$ cat src/rtl/irq_pkg.sv
package irq_pkg;
   localparam int SRC_N = 5;
   localparam int IDX_W = 3;

   typedef enum logic [2:0] {
      SRC_EXT0 = 3'd0,
      SRC_TMR0 = 3'd1,
      SRC_EXT1 = 3'd2,
      SRC_TMR1 = 3'd3,
      SRC_SER  = 3'd4
   } src_e;

   typedef enum logic [1:0] {
      REG_ENABLE = 2'd0,
      REG_PRIO   = 2'd1,
      REG_TRIG   = 2'd2,
      REG_SERCLR = 2'd3
   } reg_e;

   typedef struct packed {
      logic hi;
      logic lo;
   } isr_t;
endpackage

$ cat src/rtl/irq_pin_cap.sv
module irq_pin_cap #(
   parameter int SYNC = 0
) (
   input  logic clk,
   input  logic rst_n,
   input  logic pin_n,
   input  logic edge_mode,
   input  logic clr,
   output logic req
);
   logic pin_s;
   logic prev_q;
   logic eflag_q;
   logic fall;

   generate
      if (SYNC == 0) begin : g_direct
         assign pin_s = pin_n;
      end else begin : g_sync
         logic [SYNC-1:0] sh_q;
         always_ff @(posedge clk or negedge rst_n) begin
            if (!rst_n) sh_q <= '1;
            else        sh_q <= SYNC'({sh_q, pin_n});
         end
         assign pin_s = sh_q[SYNC-1];
      end
   endgenerate

   assign fall = prev_q & ~pin_s;

   always_ff @(posedge clk or negedge rst_n) begin
      if (!rst_n) begin
         prev_q  <= 1'b1;
         eflag_q <= 1'b0;
      end else begin
         prev_q  <= pin_s;
         eflag_q <= (fall & edge_mode) | (eflag_q & ~clr & edge_mode);
      end
   end

   assign req = edge_mode ? eflag_q : ~pin_s;
endmodule

$ cat src/rtl/irq_first_set.sv
module irq_first_set #(
   parameter int W  = 5,
   parameter int IW = (W > 1) ? $clog2(W) : 1
) (
   input  logic [W-1:0]  mask,
   output logic          valid,
   output logic [IW-1:0] idx
);
   always_comb begin
      valid = 1'b0;
      idx   = '0;
      for (int i = W - 1; i >= 0; i--) begin
         if (mask[i]) begin
            valid = 1'b1;
            idx   = IW'(i);
         end
      end
   end
endmodule

$ cat src/rtl/irq_nest_track.sv
module irq_nest_track
   import irq_pkg::*;
(
   input  logic clk,
   input  logic rst_n,
   input  logic push,
   input  logic push_hi,
   input  logic pop,
   output logic lo_act,
   output logic hi_act
);
   isr_t st_q, st_n;

   always_comb begin
      st_n = st_q;
      if (pop) begin
         if (st_q.hi) st_n.hi = 1'b0;
         else         st_n.lo = 1'b0;
      end
      if (push) begin
         if (push_hi) st_n.hi = 1'b1;
         else         st_n.lo = 1'b1;
      end
   end

   always_ff @(posedge clk or negedge rst_n) begin
      if (!rst_n) st_q <= '0;
      else        st_q <= st_n;
   end

   assign lo_act = st_q.lo;
   assign hi_act = st_q.hi;
endmodule

$ cat src/rtl/dual_prio_irq_ctrl.sv
module dual_prio_irq_ctrl
   import irq_pkg::*;
#(
   parameter int ADDR_W     = 16,
   parameter int DATA_W     = 8,
   parameter int VEC_BASE   = 3,
   parameter int VEC_STRIDE = 8,
   parameter int EXT_SYNC   = 0
) (
   input  logic              clk,
   input  logic              rst_n,
   input  logic [1:0]        ext_n,
   input  logic [1:0]        tmr_ovf,
   input  logic              ser_rx_evt,
   input  logic              ser_tx_evt,
   input  logic              reg_we,
   input  logic [1:0]        reg_sel,
   input  logic [DATA_W-1:0] reg_wdata,
   input  logic              ack,
   input  logic              reti,
   output logic              irq_req,
   output logic [ADDR_W-1:0] irq_vec,
   output logic [SRC_N-1:0]  flag_clr
);
   localparam int GLOBAL_BIT = DATA_W - 1;
   localparam int LAST_VEC   = VEC_BASE + (SRC_N - 1) * VEC_STRIDE;

   if (DATA_W < SRC_N + 1) begin : g_bad_data_w
      $error("DATA_W too small for enable bits plus global bit");
   end
   if (LAST_VEC >= (1 << ADDR_W)) begin : g_bad_addr_w
      $error("vector table does not fit in ADDR_W");
   end
   if (EXT_SYNC < 0 || EXT_SYNC > 3) begin : g_bad_sync
      $error("EXT_SYNC must be 0 to 3");
   end

   logic [SRC_N-1:0] en_r, prio_r;
   logic             all_r;
   logic [1:0]       trig_r;
   logic [1:0]       tmr_f;
   logic             ser_rx_f, ser_tx_f;
   logic [1:0]       ext_req;
   logic [SRC_N-1:0] src_flag, armed, hi_cand, lo_cand;
   logic             hi_v, lo_v;
   logic [IDX_W-1:0] hi_idx, lo_idx, win_idx;
   logic             win_hi;
   logic             take;
   logic [SRC_N-1:0] win_onehot, autoclr;
   logic             isr_lo, isr_hi;
   logic             wr_en, wr_prio, wr_trig, wr_serclr;
   logic             unused_wdata;

   assign unused_wdata = ^reg_wdata[GLOBAL_BIT-1:SRC_N];

   assign wr_en     = reg_we && (reg_sel == REG_ENABLE);
   assign wr_prio   = reg_we && (reg_sel == REG_PRIO);
   assign wr_trig   = reg_we && (reg_sel == REG_TRIG);
   assign wr_serclr = reg_we && (reg_sel == REG_SERCLR);

   always_ff @(posedge clk or negedge rst_n) begin
      if (!rst_n) begin
         en_r   <= '0;
         all_r  <= 1'b0;
         prio_r <= '0;
         trig_r <= '0;
      end else begin
         if (wr_en) begin
            en_r  <= reg_wdata[SRC_N-1:0];
            all_r <= reg_wdata[GLOBAL_BIT];
         end
         if (wr_prio) prio_r <= reg_wdata[SRC_N-1:0];
         if (wr_trig) trig_r <= reg_wdata[1:0];
      end
   end

   genvar g;
   generate
      for (g = 0; g < 2; g++) begin : g_ext
         irq_pin_cap #(.SYNC(EXT_SYNC)) u_cap (
            .clk       (clk),
            .rst_n     (rst_n),
            .pin_n     (ext_n[g]),
            .edge_mode (trig_r[g]),
            .clr       (flag_clr[2*g]),
            .req       (ext_req[g])
         );
      end
      for (g = 0; g < 2; g++) begin : g_tmr
         always_ff @(posedge clk or negedge rst_n) begin
            if (!rst_n) tmr_f[g] <= 1'b0;
            else        tmr_f[g] <= tmr_ovf[g] | (tmr_f[g] & ~flag_clr[2*g+1]);
         end
      end
   endgenerate

   always_ff @(posedge clk or negedge rst_n) begin
      if (!rst_n) begin
         ser_rx_f <= 1'b0;
         ser_tx_f <= 1'b0;
      end else begin
         ser_rx_f <= ser_rx_evt | (ser_rx_f & ~(wr_serclr & reg_wdata[0]));
         ser_tx_f <= ser_tx_evt | (ser_tx_f & ~(wr_serclr & reg_wdata[1]));
      end
   end

   assign src_flag = {ser_rx_f | ser_tx_f, tmr_f[1], ext_req[1], tmr_f[0], ext_req[0]};
   assign armed    = src_flag & en_r & {SRC_N{all_r}};
   assign hi_cand  = armed & prio_r & {SRC_N{~isr_hi}};
   assign lo_cand  = armed & ~prio_r & {SRC_N{~isr_hi & ~isr_lo}};

   irq_first_set #(.W(SRC_N), .IW(IDX_W)) u_pick_hi (
      .mask (hi_cand), .valid (hi_v), .idx (hi_idx)
   );
   irq_first_set #(.W(SRC_N), .IW(IDX_W)) u_pick_lo (
      .mask (lo_cand), .valid (lo_v), .idx (lo_idx)
   );

   assign win_hi  = hi_v;
   assign win_idx = hi_v ? hi_idx : lo_idx;
   assign irq_req = hi_v | lo_v;
   assign irq_vec = ADDR_W'(VEC_BASE) + ADDR_W'(win_idx) * ADDR_W'(VEC_STRIDE);

   assign take       = ack & irq_req;
   assign win_onehot = SRC_N'(1) << win_idx;
   assign autoclr    = {1'b0, 1'b1, trig_r[1], 1'b1, trig_r[0]};
   assign flag_clr   = take ? (win_onehot & autoclr) : '0;

   irq_nest_track u_nest (
      .clk     (clk),
      .rst_n   (rst_n),
      .push    (take),
      .push_hi (win_hi),
      .pop     (reti),
      .lo_act  (isr_lo),
      .hi_act  (isr_hi)
   );
endmodule

$ cat config.mk
export PLATFORM = sky130hd
export DESIGN_NAME = dual_prio_irq_ctrl
export DESIGN_NICKNAME = d
export VERILOG_FILES = /design/src/rtl/irq_pkg.sv /design/src/rtl/irq_pin_cap.sv /design/src/rtl/irq_first_set.sv /design/src/rtl/irq_nest_track.sv /design/src/rtl/dual_prio_irq_ctrl.sv
export SDC_FILE = /design/constraint.sdc
export NUM_CORES = 1
export LEC_CHECK = 0
export BUFFER_PORTS_ARGS = -buffer_cell sky130_fd_sc_hd__buf_2
export CORE_ASPECT_RATIO = 0.5
export CORE_MARGIN = 2
export CORE_UTILIZATION = 50
export CTS_CLUSTER_SIZE = 8
export DETAILED_ROUTE_END_ITERATION = 12
export PLACE_DENSITY = 0.78
export SYNTH_ARGS = -nofsm -noshare
export SYNTH_HDL_FRONTEND = slang
export SYNTH_HIERARCHICAL = 1
export SYNTH_SLANG_ARGS = --single-unit
export TNS_END_PERCENT = 100
$ cat constraint.sdc
create_clock -name clk -period 3.6 [get_ports clk]
set_input_delay 0.72 -clock clk [delete_from_list [all_inputs] [get_ports clk]]
set_output_delay 0.72 -clock clk [all_outputs]
set_load 0.02 [all_outputs]
==> impl_summary.md <==
STA
The share of the clock period used by the worst path after layout is 0.934. The slew at the pin closest to its max-slew limit is 513 ps. The hold violation count in the final report came to 0. The final count of pins violating max slew is 0. The final-layout setup total negative slack is 0 ps.

Timing would allow up to 298 MHz. The clock skew is between 1.5 and 2 ps. Setup repair after global routing left no endpoint under its margin. The tightest slew margin relative to the limit is 0.658. The minimum setup slack in the final design is ~240 ps. The smallest clock period supported by the final layout is computed as approximately 3400 ps. The setup-violating endpoint count in the final report is 0.

CTS
In this run the number of H-tree levels came out at 1. The number of sinks driven by the clock tree is 23. The number of buffers on the longest clock path is 2. Clock tree synthesis selected as its root buffer the cell sky130_fd_sc_hd__clkbuf_8.

For the worst-skew pair, the clock arrives at the later sink with an insertion delay of ~260 ps. The clock tree from TritonCTS is done. After clock tree synthesis, the flow added hold-fix buffers numbering 0.

Clock-pin slew was measured on the worst setup and hold paths at roughly 80 ps. Clock tree synthesis inserted a total of 3 buffers.

Global route
The total congestion overflow is 0. The number of global-route vias before repair came to 795. The initial antenna violation count is 0. The largest net degree at the start of global routing is 24.

In the global route stage, overall resource usage came out at 0.157. The first-pass GRT wire length is roughly 3700 um.

Power and ir drop
The combinational power share is 0.399. The worst supply voltage drop on vdd is roughly 0.22 mV. The net switching component of the power is 0.303 mW. The switching part of the total power is 0.365. The power density over the cells is 531 nW/um^2.

The share of total power dissipated in the clock network is 0.196. Summed over all cells, the static leakage comes to between 0.7 and 0.8 nW. The design internal power is 0.526 mW.

The share of total power dissipated in sequential elements is 0.405.

Die
The number of top-level design ports is 43. Measured along the x axis, the die boundary spans 78.2 um. The floorplan step defined a die boundary enclosing around 3200 um^2.

The initial standard-cell utilization of the core is 0.529. Measured along the y axis, the die boundary spans 41.1 um. After floorplanning, the core was divided into 13 placement rows.

The region available for standard cell placement spans 2600 um^2.

Synthesis
By area the synthesized netlist is led by sky130_fd_sc_hd__dfrtp_1, sky130_fd_sc_hd__mux2_2, sky130_fd_sc_hd__buf_4, sky130_fd_sc_hd__dfstp_2, sky130_fd_sc_hd__nand2b_1. Synthesis inferred 23 register bits. After technology mapping, the gate count stands at ~130. The share of the Yosys chip area taken by registers is 0.420. The share of synthesized area in the top cell type comes to 0.381. The synthesized design spends more area on one cell type than any other, namely sky130_fd_sc_hd__dfrtp_1. The distinct cell type count of the synthesized netlist is 33.

The yosys synthesis warning count is 6. The total standard cell area after synthesis is about 1400 um^2. The mean cell area of the mapped netlist is between 10 and 15 um^2.

Outcome
The flow ran to the end, and the final reports show no timing, DRC or antenna violations.

Cells and area
The fraction of layout cells with a size suffix above 1 is 0.420. The layout overhead on the synthesized area is 13.2%. In the layout the commonest cells are sky130_fd_sc_hd__buf_2, sky130_fd_sc_hd__dfrtp_1, sky130_fd_sc_hd__mux2_2, sky130_fd_sc_hd__conb_1, sky130_fd_sc_hd__nand2_1. The number of antenna diodes in the final layout is 0. Counting the fill cells in the layout gives about 220. The final core utilization is 0.599. The net total in the final layout is 179.

The most common cell after layout, fill and taps aside is sky130_fd_sc_hd__buf_2.

Flow run
The number of max-capacitance violations reported is 0.

Detailed routing
The number of antenna-violating nets in the routed design is 0. The violation count after the first detailed-routing iteration is 12. The number of optimization iterations in the first detailed-route pass is 4.

The average via count per standard cell is between 5 and 6. The average wire per standard cell is approximately 12 um. The final layout contains routed wiring with a total length of 2410 um. The count of unresolved DRC violations after routing is 0. The via total after detailed routing is between 900 and 1000.

Critical path
In this run the worst path has a maximum fanout of 5. For flop-to-flop paths, the worst setup slack is around 1100 ps. The number of buffers and inverters on the critical path is 2.

The critical path goes through buf_2 -> o21ai_0 -> and4_1 -> nor4_2 -> nand2b_2 -> and2b_1 -> o21ai_2 -> nor2_1 -> and3_1 -> buf_2. The delay of the slowest cell on the worst path is ~340 ps. In this design, the critical path's most frequently occurring cell is sky130_fd_sc_hd__buf_2. The kind of capture point of the worst setup path is an output port.

For the worst setup path, the data required time is around 2900 ps. STA classifies the critical path startpoint as an input port. At the worst endpoint, the arrival time is around 2600 ps. The kind of cell with the highest combined delay along the critical path is simple AND/OR/NAND/NOR gates. The category of the critical setup timing path is input port to output port.

On the critical path, the stage with the largest delay is an instance of sky130_fd_sc_hd__nor4_2.

Placed design
The number of I/O port buffers is 26. Before CTS, the worst setup slack after placement is between 150 and 200 ps. The HPWL after detailed placement is 1920 um. The routability congestion estimate is 0.795.

Worst hold path
The class of the most critical hold timing path is input port to asynchronous set/reset pin.
[cell families after synthesis]
kind of cell	synth area share
buf+inv	0.106
compound gates	0.0727
flops	0.420
mux	0.147
other cells	0.00545
simple gates	0.249
[power by group through the flow]
stage	registers (mW)	clock network [mW]	logic (mW)
after floorplan	0.328	0	0.267
after global placement	0.336	0	0.313
after detailed placement	0.339	0	0.323
after CTS	0.334	0.165	0.324
after global routing	0.341	0.179	0.360
final	0.335	0.162	0.331
[registers in the layout (all words and copies together), names as in the netlist, 2 cells and up]
register and count:
g_ext.u_cap/prev_q 2, prio_r 5, g_ext.u_cap/eflag_q 2, trig_r 2
src_flag 2, en_r 5
[path summary, 6_finish.rpt]
kind | startpoint | endpoint | cells after the start
worst max register to register | trig_r[0]$_DFFE_PN0P_ | g_ext[1].u_cap/eflag_q$_DFF_PN0_ | 11
worst min register to register | ser_rx_f$_DFF_PN0_ | ser_rx_f$_DFF_PN0_ | 1
worst min-delay path | rst_n | g_ext[0].u_cap/eflag_q$_DFF_PN0_ | 1
worst max-delay path | ext_n[0] | flag_clr[0] | 10
max in group asynchronous | rst_n | g_ext[1].u_cap/prev_q$_DFF_PN1_ | 1
min in group clk | ser_rx_f$_DFF_PN0_ | ser_rx_f$_DFF_PN0_ | 1
[Yosys cell counts]
cell type / n
sky130_fd_sc_hd__nor3b_2: 1
sky130_fd_sc_hd__or2_2: 1
sky130_fd_sc_hd__and2b_1: 1
sky130_fd_sc_hd__nor2b_1: 1
sky130_fd_sc_hd__a21o_1: 2
sky130_fd_sc_hd__inv_1: 7
sky130_fd_sc_hd__nand2_1: 8
sky130_fd_sc_hd__nor3_1: 8
sky130_fd_sc_hd__o21ai_2: 1
sky130_fd_sc_hd__nor3_2: 1
sky130_fd_sc_hd__a21boi_2: 2
sky130_fd_sc_hd__mux2_2: 14
sky130_fd_sc_hd__inv_2: 1
sky130_fd_sc_hd__o21ai_0: 4
sky130_fd_sc_hd__nand4_1: 2
sky130_fd_sc_hd__buf_4: 14
sky130_fd_sc_hd__nand3b_1: 2
sky130_fd_sc_hd__and2_1: 3
sky130_fd_sc_hd__and4_1: 4
sky130_fd_sc_hd__conb_1: 2
sky130_fd_sc_hd__nand2b_1: 8
sky130_fd_sc_hd__nor4_2: 2
sky130_fd_sc_hd__nor2_1: 4
sky130_fd_sc_hd__a21oi_1: 2
sky130_fd_sc_hd__and3_1: 2
sky130_fd_sc_hd__a22o_1: 1
sky130_fd_sc_hd__mux2i_4: 2
sky130_fd_sc_hd__dfstp_2: 2
sky130_fd_sc_hd__dfrtp_1: 21
sky130_fd_sc_hd__nor3b_4: 1
sky130_fd_sc_hd__nand2b_4: 2
sky130_fd_sc_hd__buf_6: 1
sky130_fd_sc_hd__o21bai_1: 2
[layer usage]
metal  routed length, um  vias up  share of wire  global-route usage
li1                    -      471              -                   -
met1                1170      466           0.49               0.194
met2                1080       32           0.45               0.274
met3                 133        5          0.055              0.0507
met4                  25        0          0.010              0.0526
met5                   0        -              0                   0
[per-stage QoR]
stage / cell area [um^2] / cells / power [mW] / hold slack, ps
2_1_floorplan: 1420 / 141 / 0.595 / 424
3_3_place_gp: 1490 / 190 / 0.649 / 466
3_5_place_dp: 1490 / 190 / 0.662 / 472
4_1_cts: 1540 / 194 / 0.824 / 431
5_1_grt: 1560 / 194 / 0.880 / 447
6_report: 1560 / 194 / 0.829 / 416
[timing repair]
item	CTS	global route
setup buffers	0	0
setup endpoints to repair	0	2
gates resized for setup	0	5
[area by class of cell]
type,instances,area (um^2),area share
Clock buffer,3,41.3,0.0265
Multi-Input combinational cell,95,718,0.461
Timing Repair Buffer,27,138,0.0883
Clock inverter,1,7.51,0.00482
Sequential cell,23,578,0.371
Tap cell,37,46.3,0.0297
Inverter,8,30.0,0.0193
Note: power is estimated with default switching activity, not from simulation.
